## src/rtl/fcd_pkg.sv

```systemverilog
package fcd_pkg;

  typedef enum logic [2:0] {
    ST_IDLE,
    ST_K1,
    ST_K2,
    ST_PROG,
    ST_E3,
    ST_E4,
    ST_E5
  } seq_st_t;

  // compared address width and the two unlock keys
  localparam int KEY_AW = 15;
  localparam int NKEY   = 2;
  localparam logic [KEY_AW-1:0] ADDR_KEYS [NKEY] = '{15'h5555, 15'h2AAA};

  // command codes compared on the low data byte
  localparam int CMD_W = 8;
  localparam int NCODE = 8;
  localparam logic [CMD_W-1:0] CODES [NCODE] = '{
    8'hAA, 8'h55, 8'hA0, 8'h80, 8'h10, 8'h30, 8'h90, 8'hF0
  };

  typedef struct packed {
    logic at_a;
    logic at_b;
    logic d_unlk1;
    logic d_unlk2;
    logic d_prog;
    logic d_erase;
    logic d_chip;
    logic d_sect;
    logic d_idon;
    logic d_idoff;
  } hit_t;

  typedef struct packed {
    logic prog;
    logic sect;
    logic chip;
    logic id_on;
    logic id_off;
  } evt_t;

endpackage

```

## src/rtl/fcd_match.sv

```systemverilog
module fcd_match
  import fcd_pkg::*;
#(
  parameter int ADDR_W = 16,
  parameter int DATA_W = 16
) (
  input  logic [ADDR_W-1:0] addr,
  input  logic [DATA_W-1:0] data,
  output hit_t              hit
);
  logic [NKEY-1:0]  ahit;
  logic [NCODE-1:0] dhit;

  for (genvar k = 0; k < NKEY; k++) begin : g_akey
    assign ahit[k] = (addr[KEY_AW-1:0] == ADDR_KEYS[k]);
  end

  for (genvar c = 0; c < NCODE; c++) begin : g_code
    assign dhit[c] = (data[CMD_W-1:0] == CODES[c]);
  end

  always_comb begin
    hit.at_a    = ahit[0];
    hit.at_b    = ahit[1];
    hit.d_unlk1 = dhit[0];
    hit.d_unlk2 = dhit[1];
    hit.d_prog  = dhit[2];
    hit.d_erase = dhit[3];
    hit.d_chip  = dhit[4];
    hit.d_sect  = dhit[5];
    hit.d_idon  = dhit[6];
    hit.d_idoff = dhit[7];
  end
endmodule

```

## src/rtl/fcd_seq.sv

```systemverilog
module fcd_seq
  import fcd_pkg::*;
(
  input  logic    clk,
  input  logic    rst,
  input  logic    stb,
  input  logic    busy,
  input  hit_t    hit,
  output evt_t    evt
);
  seq_st_t st, st_nxt;

  always_comb begin
    st_nxt = st;
    evt    = '0;
    if (stb && !busy) begin
      st_nxt = ST_IDLE;
      unique case (st)
        ST_IDLE: begin
          if (hit.at_a && hit.d_unlk1) st_nxt = ST_K1;
          else if (hit.d_idoff)        evt.id_off = 1'b1;
        end
        ST_K1: if (hit.at_b && hit.d_unlk2) st_nxt = ST_K2;
        ST_K2: begin
          if (hit.at_a) begin
            if (hit.d_prog)       st_nxt = ST_PROG;
            else if (hit.d_erase) st_nxt = ST_E3;
            else if (hit.d_idon)  evt.id_on = 1'b1;
            else if (hit.d_idoff) evt.id_off = 1'b1;
          end
        end
        ST_PROG: evt.prog = 1'b1;
        ST_E3: if (hit.at_a && hit.d_unlk1) st_nxt = ST_E4;
        ST_E4: if (hit.at_b && hit.d_unlk2) st_nxt = ST_E5;
        ST_E5: begin
          if (hit.at_a && hit.d_chip) evt.chip = 1'b1;
          else if (hit.d_sect)        evt.sect = 1'b1;
        end
        default: st_nxt = ST_IDLE;
      endcase
    end
  end

  always_ff @(posedge clk) begin
    if (rst) st <= ST_IDLE;
    else     st <= st_nxt;
  end
endmodule

```

## src/rtl/fcd_outreg.sv

```systemverilog
module fcd_outreg
  import fcd_pkg::*;
#(
  parameter int ADDR_W = 16,
  parameter int DATA_W = 16,
  parameter int SECT_W = 5
) (
  input  logic              clk,
  input  logic              rst,
  input  evt_t              evt,
  input  logic [ADDR_W-1:0] addr,
  input  logic [DATA_W-1:0] data,
  output logic              prog_req,
  output logic              erase_sec_req,
  output logic              erase_chip_req,
  output logic [ADDR_W-1:0] req_addr,
  output logic [SECT_W-1:0] req_sector,
  output logic [DATA_W-1:0] req_data,
  output logic              id_mode
);
  logic any_req;
  assign any_req = evt.prog | evt.sect | evt.chip;

  always_ff @(posedge clk) begin
    if (rst) begin
      prog_req       <= 1'b0;
      erase_sec_req  <= 1'b0;
      erase_chip_req <= 1'b0;
      id_mode        <= 1'b0;
    end else begin
      prog_req       <= evt.prog;
      erase_sec_req  <= evt.sect;
      erase_chip_req <= evt.chip;
      if (evt.id_on)       id_mode <= 1'b1;
      else if (evt.id_off) id_mode <= 1'b0;
    end
  end

  // payload registers need no reset: qualified by the pulses
  always_ff @(posedge clk) begin
    if (any_req) begin
      req_addr   <= addr;
      req_sector <= addr[ADDR_W-1 -: SECT_W];
      req_data   <= data;
    end
  end
endmodule

```

## src/rtl/flash_cmd_decoder.sv

```systemverilog
module flash_cmd_decoder
  import fcd_pkg::*;
#(
  parameter int ADDR_W       = 16,
  parameter int DATA_W       = 16,
  parameter int SECTOR_WORDS = 2048,
  localparam int SECT_W      = ADDR_W - $clog2(SECTOR_WORDS)
) (
  input  logic              clk,
  input  logic              rst,
  input  logic              wr_stb,
  input  logic [ADDR_W-1:0] wr_addr,
  input  logic [DATA_W-1:0] wr_data,
  input  logic              busy,
  output logic              prog_req,
  output logic              erase_sec_req,
  output logic              erase_chip_req,
  output logic [ADDR_W-1:0] req_addr,
  output logic [SECT_W-1:0] req_sector,
  output logic [DATA_W-1:0] req_data,
  output logic              id_mode
);
  hit_t hit;
  evt_t evt;

  fcd_match #(.ADDR_W(ADDR_W), .DATA_W(DATA_W)) u_match (
    .addr(wr_addr), .data(wr_data), .hit(hit)
  );

  fcd_seq u_seq (
    .clk(clk), .rst(rst), .stb(wr_stb), .busy(busy), .hit(hit), .evt(evt)
  );

  fcd_outreg #(.ADDR_W(ADDR_W), .DATA_W(DATA_W), .SECT_W(SECT_W)) u_out (
    .clk(clk), .rst(rst), .evt(evt), .addr(wr_addr), .data(wr_data),
    .prog_req(prog_req), .erase_sec_req(erase_sec_req),
    .erase_chip_req(erase_chip_req), .req_addr(req_addr),
    .req_sector(req_sector), .req_data(req_data), .id_mode(id_mode)
  );
endmodule

```

## config.mk

```make
export PLATFORM = sky130hd
export DESIGN_NAME = flash_cmd_decoder
export DESIGN_NICKNAME = d
export VERILOG_FILES = /design/src/rtl/fcd_pkg.sv /design/src/rtl/fcd_match.sv /design/src/rtl/fcd_seq.sv /design/src/rtl/fcd_outreg.sv /design/src/rtl/flash_cmd_decoder.sv
export SDC_FILE = /design/constraint.sdc
export NUM_CORES = 1
export LEC_CHECK = 0
export ABC_CLOCK_PERIOD_IN_PS = 5380
export BUFFER_PORTS_ARGS = -buffer_cell sky130_fd_sc_hd__buf_2
export CORE_ASPECT_RATIO = 1.4
export CORE_MARGIN = 5
export CORE_UTILIZATION = 40
export CTS_CLUSTER_SIZE = 30
export DETAILED_ROUTE_END_ITERATION = 10
export PLACE_DENSITY = 0.81
export SYNTH_ARGS = -nofsm -noshare
export SYNTH_HDL_FRONTEND = slang
export SYNTH_SLANG_ARGS = --single-unit
```

## constraint.sdc

```tcl
create_clock -name clk -period 5.38 [get_ports clk]
set_input_delay 0.269 -clock clk [delete_from_list [all_inputs] [get_ports clk]]
set_output_delay 0.269 -clock clk [all_outputs]
set_load 0.01 [all_outputs]
```

==> flow_summary_export.csv <==
group,metric,value,unit
status,status,"completed",
clock_network,clockBufferDepth,2,
grt,use_met3,5.93,%
yosys,syn_inst,102,
placement,place_ws,3.03,ns
power,powerDensity,303,nW/um^2
yosys,yosysSeqAreaShare,70.6,%
grt,grt-ovfl-total,0,
grt,grtUsageTotal,14.7,%
setup_path,arrival,2.02,ns
setup_path,cpLargestDelayFamily,"simple AND/OR/NAND/NOR gates",
routing,postRouteAntennaNets,0,
die,initial_core_util,40.5,%
die,core_area,3850,sq um
clock_network,numCtsBuffers,5,
timing,tns,0,ns
yosys,synth_cell_types,35,
routing,wl,3770,um
setup_path,path_class,"reg -> reg",
yosys,netlist_area,1560,sq um
clock_network,cts_tree,"yes",
routing,detail_route.wl_per_cell,16.7,um
routing,remaining_drc_errors,0,
clock_network,cts_setup_buffers,0,
setup_path,cp-start-kind,"register",
timing,timing.fmax,0.483,GHz
die,die_area,5270,sq um
grt,met1_usage,14.1,%
setup_path,max_stage_delay,0.50,ns
clock_network,ctsHtreeMaxLevel,2,
yosys,ys_ff_latch,39,
yosys,synth_top_cell_area_share,61.6,%
power,leakagePower,0.845,nW
finish,nNetsFinal,217,
timing,final.min_clock_period,2.07,ns
yosys,synth-edff-count,32,
placement,dp.final_hpwl,2950,um
grt,grt_pass1_wl,6040,um
clock_network,cts.reportedPaths.clkPinSlew,0.07,ns
yosys,synth_top_area_cell,"edfxtp_1",
placement,numPortBuffers,76,
die,dieHeight,83.9,um
timing,finalWorstSetupSlack,3.31,ns
yosys,synth_commonest_cells,"edfxtp_1, dfxtp_1, nor2_1, buf_4",
yosys,ys_warn_count,0,
setup_path,path_cells,"nor3b_1 > nand3b_1 > a211o_2 > nand2_1 > buf_4",
finish,regArea,1100,sq um
die,io_pins,77,
routing,drt_first_pass_iters,4,
clock_network,cts.root.buffer_cell,"clkbuf_8",
yosys,async_flop_share,0,%
setup_path,worstPathRequired,5.33,ns
timing,clock_skew,0.00500,ns
grt,use_met2,25.7,%
timing,tightest_slew,0.769,ns
grt,grt_max_degree,33,
timing,setup_violations,0,
grt,grt_pass1_vias,1241,
clock_network,cts_resized,0,
yosys,synth-main-ff-cell,"edfxtp_1",
finish,syn_to_final_growth,34.4,%
grt,busiest_layer,"met2",
power,ir_drop,0.250,mV
clock_network,hold_buffers,0,
timing,slew_viol_final,0,
run,cap_violations,0,
routing,drtIter0Drc,36,
yosys,synth_area_per_cell,15.3,sq um
min_path,min_path_type,"in -> reg",
setup_path,cp_max_fo,32,
timing,hold_viol,0,
finish,layout-drive-gt1-share,48.9,%
routing,vias_per_cell,5.21,
finish,num-fill-cells,332,
timing,fin_crit_sh,38.5,%
yosys,synth_most_common_cell,"edfxtp_1",
die,row_count,27,
yosys,synthesis.nets,138,
grt,antenna_found_initial,0,
timing,maxSlewHeadroom,48.2,%
clock_network,clkLatencyLatePin,0.29,ns
routing,dr_total_vias,1173,
setup_path,endpoint_kind,"register",
clock_network,cts.sinks,39,
yosys,synthTopCellsByArea,"edfxtp_1, dfxtp_1, nor4bb_1",
setup_path,critPathSlowestCell,"dfxtp_1",
die,die_width,62.8,um
timing,grt_setup_unrepaired,"no",
placement,place.gp.congestion,0.765,
finish,antenna_cells,0,
finish,multi_input_area,414,sq um
power,p_total,0.000635,W
setup_path,path_buf_inv,1,
## per-stage QoR
stage | hold WS, ns | cells | cell area, sq um | util [%]
2_1_floorplan | 0.341 | 102 | 1560 | -
3_3_place_gp | 0.446 | 217 | 1960 | 51.0
3_5_place_dp | 0.449 | 217 | 1960 | 51.0
4_1_cts | 0.146 | 225 | 2100 | 54.5
5_1_grt | 0.142 | 225 | 2100 | 54.5
6_report | 0.152 | 225 | 2100 | 54.5
## sequential cells by signal (all words and copies together) (netlist names)
name / count
u_out.prog_req: 1
u_out.req_sector: 4
u_out.erase_chip_req: 1
u_seq.st: 3
u_out.req_data: 16
u_out.id_mode: 1
u_out.req_addr: 12
u_out.erase_sec_req: 1
## final cells by class
cell class,instances,area share [%]
clock inverters,2,2.86
inverters,2,0.358
multi-input cells,56,19.7
flip-flops and latches,39,52.5
clock buffers,6,3.46
repair buffers,77,18.5
well taps,43,2.57
## cell usage in the layout, fill, tap and decap left out, types with 2 or more instances in the layout
cell type / Yosys / final
edfxtp_1: 32 / 32
nor3b_1: 2 / 2
nand4bb_1: 2 / 2
and4bb_2: 2 / 2
nand4_1: 4 / 4
o21ai_0: 4 / 4
nor4_1: 3 / 3
inv_1: 2 / 2
dfxtp_1: 7 / 7
nor3_1: 2 / 2
buf_2: 0 / 76
nand4b_1: 2 / 2
clkbuf_8: 0 / 5
bufinv_16: 0 / 2
nand3b_1: 2 / 2
nor2_1: 6 / 6
nand2_1: 4 / 4
nor4bb_1: 4 / 4
## power by group
group          internal [W]      switching, W
clock network      0.000185         0.0000956
logic             0.0000142         0.0000139
registers          0.000326  0.00000000000116
total              0.000525          0.000110
## cell families after synthesis
family | share of synthesized area, %
AOI/OAI and AO/OA | 4.41
buffers and inverters | 2.89
DFF | 70.6
and+or+nand+nor | 22.1
## worst register-to-register path, stage by stage (launching register included)
cell	delay [ns]
dfxtp_1	0.50
nor3b_1	0.30
nand3b_1	0.17
a211o_2	0.33
nand2_1	0.06
buf_4	0.36
## layer usage
| layer | share of wire (%) | up-vias |
|---|---|---|
| met5 | 0 | - |
| met4 | 3.2 | 0 |
| li1 | - | 562 |
| met3 | 9.4 | 8 |
| met1 | 37 | 541 |
| met2 | 51 | 62 |
## final timing paths
kind                  from            endpoint  slack (ns)  cells past startpoint
min            wr_addr[15]  u_out.req_addr[15]        0.15                      1
min reg2reg  u_out.id_mode       u_out.id_mode        0.49                      2
max reg2reg    u_seq.st[1]   u_out.req_data[0]        3.31                      5
max            u_seq.st[1]   u_out.req_data[0]        3.31                      5
No activity file was read; power rests on OpenSTA's default activity.
